## src/rtl/xfer_oe_pkg.sv

```systemverilog
package xfer_oe_pkg;
  parameter int unsigned XFER_HOLD_DEFAULT = 4;

  function automatic int unsigned hold_cnt_width(input int unsigned hold);
    return (hold < 2) ? 1 : $clog2(hold + 1);
  endfunction
endpackage

```

## src/rtl/xfer_hold_timer.sv

```systemverilog
module xfer_hold_timer #(
  parameter int unsigned HOLD_CLKS = xfer_oe_pkg::XFER_HOLD_DEFAULT,
  localparam int unsigned CW = xfer_oe_pkg::hold_cnt_width(HOLD_CLKS)
) (
  input  logic          clk,
  input  logic          rst,
  input  logic          load_req_n,
  output logic [CW-1:0] cnt_o,
  output logic          expired_o
);
  localparam logic [CW-1:0] LIMIT = CW'(HOLD_CLKS);

  logic [CW-1:0] cnt_q;

  // Cleared while the request is high, so a fall always starts from zero;
  // saturates at the hold length while the request stays low.
  always_ff @(posedge clk) begin
    if (rst || load_req_n) begin
      cnt_q <= '0;
    end else if (cnt_q != LIMIT) begin
      cnt_q <= cnt_q + 1'b1;
    end
  end

  assign cnt_o     = cnt_q;
  assign expired_o = (cnt_q == LIMIT);

  assert_cnt_bound_R4: assert property (@(posedge clk) disable iff (rst)
    cnt_q <= LIMIT);

  assert_fresh_start_R8: assert property (@(posedge clk) disable iff (rst)
    ($past(load_req_n) && !load_req_n) |-> (cnt_q == '0));

  assert_release_edge_R4: assert property (@(posedge clk) disable iff (rst)
    (!load_req_n && cnt_q == LIMIT - 1'b1) |=> (load_req_n || expired_o));
endmodule

```

## src/rtl/xfer_strobe_mux.sv

```systemverilog
module xfer_strobe_mux (
  input  logic load_req_n,
  input  logic window_n,
  input  logic expired,
  output logic strobe_n
);
  always_comb begin
    if (load_req_n) begin
      strobe_n = window_n;
    end else begin
      strobe_n = expired;
    end
  end
endmodule

```

## src/rtl/xfer_oe_ctrl.sv

```systemverilog
module xfer_oe_ctrl #(
  parameter int unsigned HOLD_CLKS = xfer_oe_pkg::XFER_HOLD_DEFAULT
) (
  input  logic clk,
  input  logic rst,
  input  logic load_req_n,
  input  logic window_n,
  output logic xfer_oe_n
);
  localparam int unsigned CW = xfer_oe_pkg::hold_cnt_width(HOLD_CLKS);

  logic [CW-1:0] hold_cnt;
  logic          hold_expired;

  xfer_hold_timer #(.HOLD_CLKS(HOLD_CLKS)) u_timer (
    .clk        (clk),
    .rst        (rst),
    .load_req_n (load_req_n),
    .cnt_o      (hold_cnt),
    .expired_o  (hold_expired)
  );

  xfer_strobe_mux u_mux (
    .load_req_n (load_req_n),
    .window_n   (window_n),
    .expired    (hold_expired),
    .strobe_n   (xfer_oe_n)
  );

  assert_load_low_R5: assert property (@(posedge clk) disable iff (rst)
    (!load_req_n && !hold_expired) |-> !xfer_oe_n);

  assert_gated_high_R7: assert property (@(posedge clk) disable iff (rst)
    (!load_req_n && hold_expired) |-> xfer_oe_n);

  assert_fall_low_R2: assert property (@(posedge clk) disable iff (rst)
    ($past(load_req_n) && !load_req_n) |-> !xfer_oe_n);
endmodule

```

## config.mk

```make
export PLATFORM = sky130hd
export DESIGN_NAME = xfer_oe_ctrl
export DESIGN_NICKNAME = d
export VERILOG_FILES = /design/src/rtl/xfer_oe_pkg.sv /design/src/rtl/xfer_hold_timer.sv /design/src/rtl/xfer_strobe_mux.sv /design/src/rtl/xfer_oe_ctrl.sv
export SDC_FILE = /design/constraint.sdc
export NUM_CORES = 1
export LEC_CHECK = 0
export ABC_AREA = 1
export BUFFER_PORTS_ARGS = -buffer_cell sky130_fd_sc_hd__buf_2
export CAP_MARGIN = 30
export CORE_AREA = 2 2 39 41
export CTS_BUF_LIST = sky130_fd_sc_hd__clkbuf_8 sky130_fd_sc_hd__clkbuf_16
export DETAILED_ROUTE_END_ITERATION = 12
export DIE_AREA = 0 0 41 43
export SETUP_SLACK_MARGIN = 0.02
export SLEW_MARGIN = 5
export SYNTH_ARGS = -nofsm -noshare
export SYNTH_HDL_FRONTEND = slang
export SYNTH_HIERARCHICAL = 1
export SYNTH_SLANG_ARGS = --single-unit
export TNS_END_PERCENT = 1
```

## constraint.sdc

```tcl
create_clock -name clk -period 1.4 [get_ports clk]
set_input_delay 0.35 -clock clk [delete_from_list [all_inputs] [get_ports clk]]
set_output_delay 0.35 -clock clk [all_outputs]
set_load 0.005 [all_outputs]
```

**Word-level counts from Yosys, hierarchy flattened**

Cells that the tools add are included.

- Register bits: 3
- Output and inout port bits: 1
- Word-level logic and storage cells: 6

- Add/sub/neg operators: 1
- Equality and inequality tests: 2
- Muxes and demuxes: 1
- Reductions and logical operators: 1

Operators with widths:

| cell | number |
|---|---|
| $add 3x1->3 const B | 1 |
| $eq 3x3->1 const B | 1 |
| $ne 3x3->1 const B | 1 |
| $logic_or 1x1->1 | 1 |
| $mux 1 | 1 |

**Longest topological paths before layout**

- Depth after elaboration: 2
- Mapped depth: 6
- Gate-level depth less buffers: 6

**By module**

The synthesis kept the hierarchy.

By module, submodules not included:

| module | times used | cells each | area an instance (µm²) | sequential area each (µm²) |
|---|---|---|---|---|
| xfer_hold_timer | 1 | 23 | 171.4 | 60.1 |
| xfer_strobe_mux | 1 | 4 | 15.0 | 0.0 |

**Worst setup path after synthesis**

OpenSTA, ideal clock, no wires.

- Path type: reg2out
- Start: register u_timer.cnt_q[0], in the netlist u_timer/cnt_o[0]
- End: output port xfer_oe_n
- Arrival time: 0.856 ns
- Required time: 1.050 ns
- Setup slack: 0.194 ns
- Cell stages (with the launch flop): 7
- Path buffers: 0
- Path through: dfxtp_1 clkinv_2 ha_1 nand2_2 inv_2 nand2_1 nand2_1

- Word-level cells in the longest chain between the ends: 2

Ends and longest elaborated chain:

| element | RTL line | RTL |
|---|---|---|
| from (decl) | xfer_hold_timer.sv:13 | `logic [CW-1:0] cnt_q;` |
| from (signal assigned) | xfer_hold_timer.sv:21 | `cnt_q <= cnt_q + 1'b1;` |
| $eq 3x3->1 | xfer_hold_timer.sv:26 | `assign expired_o = (cnt_q == LIMIT);` |
| net hold_expired | xfer_oe_ctrl.sv:13 | `logic hold_expired;` |
| $mux 1 | xfer_strobe_mux.sv:8 | `if (load_req_n) begin` |
| to (decl) | xfer_oe_ctrl.sv:8 | `output logic xfer_oe_n` |

The timed path passes the listed nets, and every way through them passes these cells.

**Worst setup path after layout**

Ends and elaborated chain as after synthesis.

==> summary.md <==
| Metric | Value |
|---|---|
| WP data arrival | about 1.1 ns |
| Max_slew headroom | 87.7% |
| Fin Hold WS | between 0.4 and 0.5 ns |
| Gp weighted congestion | 0.743 |
| Crit path to | xfer_oe_n |
| Fin area | between 300 and 400 sq um |
| P_leak | ~0.17 nW |
| Wire per inst | around 6.5 um |
| R2R setup slack | around 0.37 ns |
| Tcrit/Tclk final | 103% |
| Clk slew on worst S/H paths | about 0.030 ns |
| Area grow syn2layout | 74.5% |
| Syn nets | 33 |
| Ports | 5 |
| DIE HEIGHT | 43 um |
| Hold crit path type | in2reg |
| Final WL | ~360 um |
| Syn avg cell area | around 6.9 sq um |
| # H-tree levels | 1 |
| Post-Syn Area | between 150 and 200 sq um |
| Dpl cell area | 226 sq um |
| Number of buffers created by CTS | 3 |
| Vias in the first global route | around 190 |
| Worst slew pin tran | roughly 0.18 ns |
| Antenna cells | 0 |
| Failing checks | setup timing |
| Critical Path Start | u_timer/cnt_o[0]$_SDFFE_PP0P_ |
| Cell variety after synth | 12 |
| DR vias/cell | 3.36 |
| Number of port buffers | 4 |
| DP HPWL | about 220 um |
| Global route overflow | 0 |
| R2r worst-path depth | 7 |
| Synth top area cells | dfxtp_1, nand2_1, ha_1, nor2_1, nor2_2 |
| Max_cap viols | 0 |
| Initial Utilization | a little over an eighth |
| Final Hold Fails | 0 |
| Final Max Tran Viols | 0 |
| Die X | approximately 40 um |
| Clk sinks | 3 |
| First-pass GRT wire length | roughly 690 um |
| CTS tree | yes |
| VDD IR max | between 0.5 and 0.6 mV |
| Fmax | between 600 and 700 MHz |
| Largest net degree at the start of global routing | 5 |
| Crit Path Class | reg2out |
| # DRC | 0 |
| Yosys reg bits | 3 |
| Register area share after synthesis | roughly a third |
| Worst Setup Slack, final | -0.0352 ns |
| Drt initial violations | 0 |
| Tmin final | 1.44 ns |
| Via Count | between 150 and 200 |
| Cell taking the most area after synthesis | dfxtp_1 |
| Placed cells | 47 |
| Total Routing Usage GR | roughly 6.5% |
| Drt first pass iters | 1 |
| Die area | 1760 sq um |
| Clk buf depth | 2 |
| Share of layout cells above drive strength 1 | about half |
| Num rows | 14 |
| WP data required | between 1 and 1.5 ns |
| Top cell type's share of synthesized area | approximately 32% |
| Clock latency on the worst-skew pair | between 0.2 and 0.25 ns |
| Yosys warnings | 6 |
| CP Launch Type | flop |
| CP max FO | 3 |
| Non-filler cells, final | 55 |
| Reg-to-Reg End | u_timer/cnt_o[0]$_SDFFE_PP0P_ |
| Status | complete, but fails checks |
| Crit. End Element | output pin |
| Nets | 46 |
| PD cells | approximately 1100 nW/um^2 |
| Antenna Violating Nets Remaining | 0 |
| Core Area | 1380 sq um |
| Initial antenna violation count | 0 |
| Clock root buffer | clkbuf_8 |
| Max reg flops | 3 |
| Syn Inst Count | 27 |
| RSZ-0062 raised after global routing | yes |
| Setup Skew | 0.000110 ns |
| Setup violators final | 1 |
| R2r startpoint | u_timer/cnt_o[0]$_SDFFE_PP0P_ |
final cells by class:
| type | count | area, sq um |
|---|---|---|
| Fill cell | 152 | 1060 |
| Multi-Input combinational cell | 19 | 124 |
| Sequential cell | 3 | 62.6 |
| Timing Repair Buffer | 8 | 50.0 |
| Clock buffer | 3 | 41.3 |
| Inverter | 5 | 23.8 |
| Tap cell | 16 | 20.0 |
| Clock inverter | 1 | 3.75 |
cells by family (layout without fill, tap and decap cells):
family	Yosys count	after routing	synth area share, %
fa+ha+maj	2	2	13.4
compound gates	1	1	2.68
simple gates	16	16	40.9
flops	3	3	32.2
buf+inv	5	17	10.7
layout by cell type (no fill, tap or decap):
master / synthesis / final
nand3_1: 1 / 1
nor2_2: 2 / 2
dfxtp_2: 0 / 2
dfxtp_1: 3 / 1
clkbuf_8: 0 / 3
inv_2: 1 / 1
o21ai_1: 1 / 1
ha_1: 2 / 1
clkinv_4: 0 / 1
nor2_1: 4 / 4
nand2_4: 0 / 1
buf_2: 0 / 4
inv_1: 3 / 4
ha_4: 0 / 1
nor2_4: 1 / 1
buf_4: 0 / 4
nand2_1: 7 / 7
critical path, stage by stage (launching register included):
cell,delay (ns)
dfxtp_2,0.35
clkinv_4,0.07
ha_4,0.16
nand2_4,0.06
inv_2,0.03
nand2_1,0.04
nand2_1,0.04
buf_2,0.12
worst min-delay path by stage:
| stage | depth (start not counted) | endpoint | from | slack [ns] |
|---|---|---|---|---|
| 2_1_floorplan | 2 | u_timer/cnt_o[1]$_SDFFE_PP0P_ | u_timer/cnt_o[1]$_SDFFE_PP0P_ | 0.48 |
| 3_3_place_gp | 2 | u_timer/cnt_o[1]$_SDFFE_PP0P_ | u_timer/cnt_o[1]$_SDFFE_PP0P_ | 0.50 |
| 4_1_cts | 4 | u_timer/cnt_o[1]$_SDFFE_PP0P_ | rst | 0.40 |
| 3_5_place_dp | 2 | u_timer/cnt_o[1]$_SDFFE_PP0P_ | u_timer/cnt_o[1]$_SDFFE_PP0P_ | 0.51 |
| 6_report | 4 | u_timer/cnt_o[1]$_SDFFE_PP0P_ | rst | 0.41 |
| 5_1_grt | 4 | u_timer/cnt_o[0]$_SDFFE_PP0P_ | rst | 0.43 |
routing by layer:
layer | up-vias | global-route usage [%] | share of wire (%)
li1 | 102 | - | -
met1 | 82 | 6.73 | 45
met2 | 1 | 7.19 | 54
met3 | 0 | 4.71 | 0.85
met4 | 0 | 8.00 | 0
met5 | - | 0 | 0
metrics by stage:
step                      setup TNS [ns]  util, %  setup WS (ns)  power, mW
after global placement                 0     16.4         0.0523      0.118
after floorplan                        0        -          0.194      0.109
after CTS                        -0.0351     23.5        -0.0351      0.376
after global routing             -0.0845     23.5        -0.0845      0.393
after detailed placement               0     16.4         0.0487      0.119
final                            -0.0352     23.5        -0.0352      0.369
cell usage after synthesis (all sizes together):
cell type / count
nor2: 7
o21ai: 1
ha: 2
nand3: 1
inv: 4
nand2: 8
clkinv: 1
dfxtp: 3
power breakdown:
part | internal (mW) | leakage, nW | switching [mW] | total [mW]
sequential | 0.0896 | 0.0253 | 0.00288 | 0.0925
combinational | 0.0198 | 0.118 | 0.0177 | 0.0375
clock | 0.186 | 0.0269 | 0.0524 | 0.239
timing repair:
action | in CTS | in global routing
pin swaps | 2 | 0
buffers inserted | 4 | 0
endpoints found under the setup margin | 1 | 1
hold buffers | 0 | 0
resized for setup | 6 | 0
No activity file was read; power rests on OpenSTA's default activity.
